File: config.mk
export PLATFORM = sky130hd
export DESIGN_NAME = gpio_sc_regs
export DESIGN_NICKNAME = d
export VERILOG_FILES = /design/src/rtl/gpio_sc_pkg.sv /design/src/rtl/gpio_sc_wdec.sv /design/src/rtl/gpio_sc_bank.sv /design/src/rtl/gpio_sc_sync.sv /design/src/rtl/gpio_sc_regs.sv
export SDC_FILE = /design/constraint.sdc
export NUM_CORES = 1
export LEC_CHECK = 0
export ABC_AREA = 1
export BUFFER_PORTS_ARGS = -buffer_cell sky130_fd_sc_hd__buf_2
export CORE_MARGIN = 1
export CORE_UTILIZATION = 36
export DETAILED_ROUTE_END_ITERATION = 8
export PLACE_DENSITY = 0.78
export SLEW_MARGIN = 10
export SYNTH_ARGS = -nofsm -noshare
export SYNTH_HDL_FRONTEND = slang
export SYNTH_SLANG_ARGS = --single-unit
File: constraint.sdc
create_clock -name clk -period 0.8 [get_ports clk]
set_input_delay 0.08 -clock clk [delete_from_list [all_inputs] [get_ports clk]]
set_output_delay 0.08 -clock clk [all_outputs]
set_load 0.01 [all_outputs]
File: src/rtl/gpio_sc_pkg.sv
package gpio_sc_pkg;

    localparam int NPIN   = 4;
    localparam int WORD_W = 32;

    // Field positions inside the control word; the read layout depends on them.
    localparam int OD_CLR_LSB = 8;
    localparam int OD_SET_LSB = 12;
    localparam int OE_CLR_LSB = 16;
    localparam int OE_SET_LSB = 20;
    localparam int RSVD_LSB   = 24;
    localparam int LVL_LSB    = 28;

    // Byte lane holding each pair of fields.
    localparam int OD_LANE = OD_CLR_LSB / 8;
    localparam int OE_LANE = OE_CLR_LSB / 8;

    typedef logic [NPIN-1:0] pinvec_t;

    typedef struct packed {
        pinvec_t set;
        pinvec_t clr;
    } setclr_t;

    typedef struct packed {
        setclr_t od;
        setclr_t oe;
    } wreq_t;

    // Clear wins over set for the same pin.
    function automatic pinvec_t apply_setclr(pinvec_t cur, setclr_t r);
        return (cur | r.set) & ~r.clr;
    endfunction

    function automatic logic [WORD_W-1:0] pack_word(pinvec_t lvl, pinvec_t oe, pinvec_t od);
        logic [WORD_W-1:0] w;
        w = '0;
        w[LVL_LSB    +: NPIN] = lvl;
        w[OE_SET_LSB +: NPIN] = oe;
        w[OE_CLR_LSB +: NPIN] = oe;
        w[OD_SET_LSB +: NPIN] = od;
        w[OD_CLR_LSB +: NPIN] = od;
        return w;
    endfunction

endpackage

File: src/rtl/gpio_sc_wdec.sv
module gpio_sc_wdec
    import gpio_sc_pkg::*;
(
    input  logic                cfg_hit,
    input  logic                cfg_wr,
    input  logic [WORD_W/8-1:0] cfg_be,
    input  logic [WORD_W-1:0]   cfg_wdata,
    output wreq_t               req
);
    logic wr_go;
    logic od_en;
    logic oe_en;

    assign wr_go = cfg_hit & cfg_wr;
    assign od_en = wr_go & cfg_be[OD_LANE];
    assign oe_en = wr_go & cfg_be[OE_LANE];

    always_comb begin
        req        = '0;
        req.od.set = od_en ? cfg_wdata[OD_SET_LSB +: NPIN] : '0;
        req.od.clr = od_en ? cfg_wdata[OD_CLR_LSB +: NPIN] : '0;
        req.oe.set = oe_en ? cfg_wdata[OE_SET_LSB +: NPIN] : '0;
        req.oe.clr = oe_en ? cfg_wdata[OE_CLR_LSB +: NPIN] : '0;
    end

    // Lanes 0 and 3 carry nothing writable in this block.
    logic unused_lanes;
    assign unused_lanes = ^{cfg_be[0], cfg_be[3], cfg_wdata[31:24], cfg_wdata[7:0]};

endmodule

File: src/rtl/gpio_sc_bank.sv
module gpio_sc_bank
    import gpio_sc_pkg::*;
(
    input  logic    clk,
    input  logic    rst,
    input  setclr_t upd,
    output pinvec_t q
);
    always_ff @(posedge clk) begin
        if (rst) q <= '0;
        else     q <= apply_setclr(q, upd);
    end
endmodule

File: src/rtl/gpio_sc_sync.sv
module gpio_sc_sync #(
    parameter int W      = 4,
    parameter int STAGES = 2
) (
    input  logic         clk,
    input  logic         rst,
    input  logic [W-1:0] d,
    output logic [W-1:0] q
);
    logic [W-1:0] stg [STAGES];

    always_ff @(posedge clk) begin
        if (rst) begin
            for (int i = 0; i < STAGES; i++) stg[i] <= '0;
        end else begin
            stg[0] <= d;
            for (int i = 1; i < STAGES; i++) stg[i] <= stg[i-1];
        end
    end

    assign q = stg[STAGES-1];
endmodule

File: src/rtl/gpio_sc_regs.sv
module gpio_sc_regs
    import gpio_sc_pkg::*;
#(
    parameter int SYNC_STAGES = 2
) (
    input  logic        clk,
    input  logic        rst,
    input  logic        cfg_hit,
    input  logic        cfg_wr,
    input  logic [3:0]  cfg_be,
    input  logic [31:0] cfg_wdata,
    output logic [31:0] cfg_rdata,
    input  logic [3:0]  pin_in,
    output logic [3:0]  pin_out,
    output logic [3:0]  pin_oe
);
    wreq_t   req;
    pinvec_t od_q;
    pinvec_t oe_q;
    pinvec_t lvl_q;

    gpio_sc_wdec u_wdec (
        .cfg_hit   (cfg_hit),
        .cfg_wr    (cfg_wr),
        .cfg_be    (cfg_be),
        .cfg_wdata (cfg_wdata),
        .req       (req)
    );

    gpio_sc_bank u_od (.clk(clk), .rst(rst), .upd(req.od), .q(od_q));
    gpio_sc_bank u_oe (.clk(clk), .rst(rst), .upd(req.oe), .q(oe_q));

    gpio_sc_sync #(.W(NPIN), .STAGES(SYNC_STAGES)) u_sync (
        .clk (clk),
        .rst (rst),
        .d   (pin_in),
        .q   (lvl_q)
    );

    assign pin_oe    = oe_q;
    assign pin_out   = od_q & oe_q;
    assign cfg_rdata = cfg_hit ? pack_word(lvl_q, oe_q, od_q) : '0;

endmodule

Yosys cells after proc, flatten, opt, wreduce, memory -nomap -nowiden
Memory sizes are Yosys's and may differ from the RTL's.
Index checks and enable logic that the tools add are counted.
Widths: inputs -> output; s select.
- flip-flop bits (word level): 8
- memory bits (writable): 8
- bits of input ports: 44
- output and inout bits: 40
- word-level logic and storage cells: 25
- memories: 1
- memories (name ; words ; width ; rd ports ; clocked after Yosys merged registers in ; write ports ; line ; RTL):
    u_sync.stg ; 2 ; 4 ; 2 ; 0 ; 2 ; gpio_sc_sync.sv:10 ; logic [W-1:0] stg [STAGES];
- muxes and demuxes: 10
- bitwise operators: 12
- operator list (kind ; number):
    $mux 32 ; 1
    $mux 4 ; 6
    $and 4x4->4 ; 3
    $not 4->4 ; 2
    $or 4x4->4 ; 2
    $and 1x1->1 ; 3
    $mux 1 ; 3
    $or 1x1->1 ; 2

Depth between registers and ports, before layout
- depth in word-level cells: 5
- depth in mapped cells: 5
- mapped depth without buffers: 4

By module
A second synthesis with hierarchy kept.
- cell total of the unflattened synthesis: 159
- area, all modules: 979.7 um2
- modules (own cells, without submodules) (module ; instances ; cells each ; area each (um2)):
    gpio_sc_bank ; 2 ; 21 ; 151.4
    gpio_sc_regs ; 1 ; 54 ; 285.3
    gpio_sc_sync ; 1 ; 29 ; 261.5
    gpio_sc_wdec ; 1 ; 34 ; 130.1

Worst setup path before layout
OpenSTA, ideal clock, no wires.
- path type: reg2out
- from: register u_oe.q[2]
- to: output cfg_rdata[22]
- data arrival time: 683 ps
- setup slack: 37 ps
- stages on the path, launching flop included: 4
- path through: dfxtp_1 nand2_1 inv_1 buf_4
- longest elaborated chain between the ends: 1
- ends and longest elaborated chain (element ; line ; RTL):
    from (decl) ; gpio_sc_bank.sv:7 ; output pinvec_t q
    from (signal assigned) ; gpio_sc_bank.sv:11 ; else q <= apply_setclr(q, upd);
    $mux 32 ; gpio_sc_regs.sv:42 ; assign cfg_rdata = cfg_hit ? pack_word(lvl_q, oe_q, od_q) : '0;
    to (decl) ; gpio_sc_regs.sv:12 ; output logic [31:0] cfg_rdata,
No other way between the ends.

Worst setup path in the final report
- from: register u_oe.q[3]
- to: output cfg_rdata[23]
Same word-level chain as after synthesis.

==> metrics.yaml <==
status: "complete, but fails checks"
violations: "setup timing"
worstPathRequired_ns: 0.72
drv_slew: 0
clk-insertion-delay-late_ns: 0.27
layout_common_cells: "42 x buf_2, 28 x inv_1, 24 x nor2_1"
synthDistinctLibCells: 11
die-area_um2: 2772
finalHoldViolCount: 0
cp.arrival_ns: 0.88
dp_hpwl_um: 1457
start_kind: "flip-flop"
drive_gt1_share_pct: 48.68
port-buffer-count: 53
leakagePower_nw: 0.8162
vias_per_cell: 4.092
clkTransAtPathRegs_ns: 0.10
grt_util_met1_pct: 15.77
ys.warnings.count: 0
synth.largest_area_cell: "dfxtp_1"
htreeDepth: 1
totalWireLength_um: 1786
grt_pass1_vias: 736
num_antenna_cells: 0
final_area_um2: 1261
r2r_cells: 3
numCtsBuffers: 3
grt_pass1_wl_um: 2884
utilization_pct: 54.40
holdPathEnd: "u_sync.stg[0][3]"
area_growth_pct: 36.59
fin_skew_ns: 0.0002905
finalSetupViolations: 28
syn_area_per_cell_um2: 6.596
drc: 0
vias: 888
synth_top_area_share_pct: 34.69
io_pins: 84
reg2reg_to: "u_od.q[3]"
reg2reg_from: "u_od.q[3]"
num-nets-final: 234
dr.pass1.iters: 5
path_cells: "nand2_1 > inv_1 > buf_2"
ant_nets: 0
fin_crit_ns: 0.9590
start_util_pct: 39.83
drt_iter0_markers: 10
min_path_type: "in -> reg"
hold_path_depth: 3
grt.busiest_layer: "met2"
cts_sinks: 16
period_share_pct: 119.9
yosysSeqAreaShare_pct: 34.69
core_area_um2: 2318
post-place-ws_ns: 0.04769
reg2reg_slack_ns: 0.08
grt_util_met3_pct: 1.739
p_per_area_nw_per_um2: 1311
placed_area_um2: 1120
syn_area_um2: 923.4
final_common_cell: "buf_2"
path_buf_inv: 2
place_congestion: 0.8022
cp_top_family: "flip-flops"
worst_hold_startpoint: "pin_in[3]"
overflow: 0
ctsLongestPathBuffers: 2
ys_ff_latch: 16
synth.area.top_cells: "dfxtp_1 35%, buf_4 18%, inv_1 13%, nand2_1 9.8%, nor2_1 9.8%"
grt_max_degree: 11
cts_tree: "done"
critPathMaxStageDelay_ns: 0.37
die_h_um: 52.65
grtUsageMet2_pct: 26.37
die_x_um: 52.65
num_rows: 17
fmax_mhz: 1043
root_buffer: "clkbuf_4"
cts_hold_buf: 0
total_power_mw: 1.653
end_kind: "output port"
drv_cap: 0
layout_setup_ws_ns: -0.1590
syn-instance-count: 140
rsz0062_at_grt: "yes"
ir_drop_mv: 1.043
worstSetupPathType: "reg -> out"
grtUsageTotal_pct: 13.87
critical_path.slowest_cell: "dfxtp_2"
worstPathMaxFanout: 4
routedWlPerCell_um: 8.230
antenna_found_initial: 0
## registers in the layout (all words and copies together) (netlist names)
signal / count
u_sync.stg: 8
u_od.q: 4
u_oe.q: 4
## Yosys cell counts, drive strengths merged
master and n:
buf 24, nor2 32, nand4 8, nand3 2
dfxtp 16, conb 1, inv 33, nand2 24
## cells by family after synthesis
logic type	Yosys count	share of synthesized area (%)
DFF	16	34.69
buffers and inverters	57	32.39
and+or+nand+nor	66	32.52
other	1	0.4061
## how the worst max path moves through the flow
stage,start,endpoint,slack [ns],cells past startpoint
final,u_oe.q[3],cfg_rdata[23],-0.16,3
after global routing,u_oe.q[3],cfg_rdata[19],-0.23,3
after CTS,u_oe.q[1],cfg_rdata[17],-0.16,3
after detailed placement,cfg_hit,u_oe.q[1],0.05,5
after global placement,cfg_hit,cfg_rdata[11],0.04,5
after floorplan,u_oe.q[2],cfg_rdata[22],0.04,3
## timing repair
item,CTS,global route
endpoints found under the setup margin,28,28
pin swaps,7,0
setup buffers,0,1
gates cloned,0,0
gates resized for setup,9,23
## where the power goes
part / switching [mW] / internal (mW)
Combinational: 0.165 / 0.128
Sequential: 0.0190 / 0.827
Clock: 0.239 / 0.276
Total: 0.422 / 1.23
## layer usage
metal  share of wire [%]  up-vias
met2                  51       39
met3                 4.8        2
met1                  43      379
met4                0.95        0
li1                    -      468
met5                   0        -
## worst register-to-register path, stage by stage (launching register included)
cell	delay, ns
dfxtp_2	0.34
buf_4	0.13
nor2_1	0.12
nor2_2	0.04
## stage by stage
step,hold slack (ns),TNS [ns],std cells
after floorplan,0.1870,0,151
after global placement,0.2801,0,212
after detailed placement,0.2894,0,212
after CTS,0.002943,-3.486,216
after global routing,0.006689,-4.798,217
final,0.006633,-3.229,217
## final cells by class
cell class,count,area [um^2]
inverter,33,123.9
clock buffer,4,36.28
sequential,16,339.1
timing repair buffer,58,371.6
fill,242,1057
tap,28,35.03
multi-input combinational,78,355.3
Note: power is estimated with default switching activity, not from simulation.
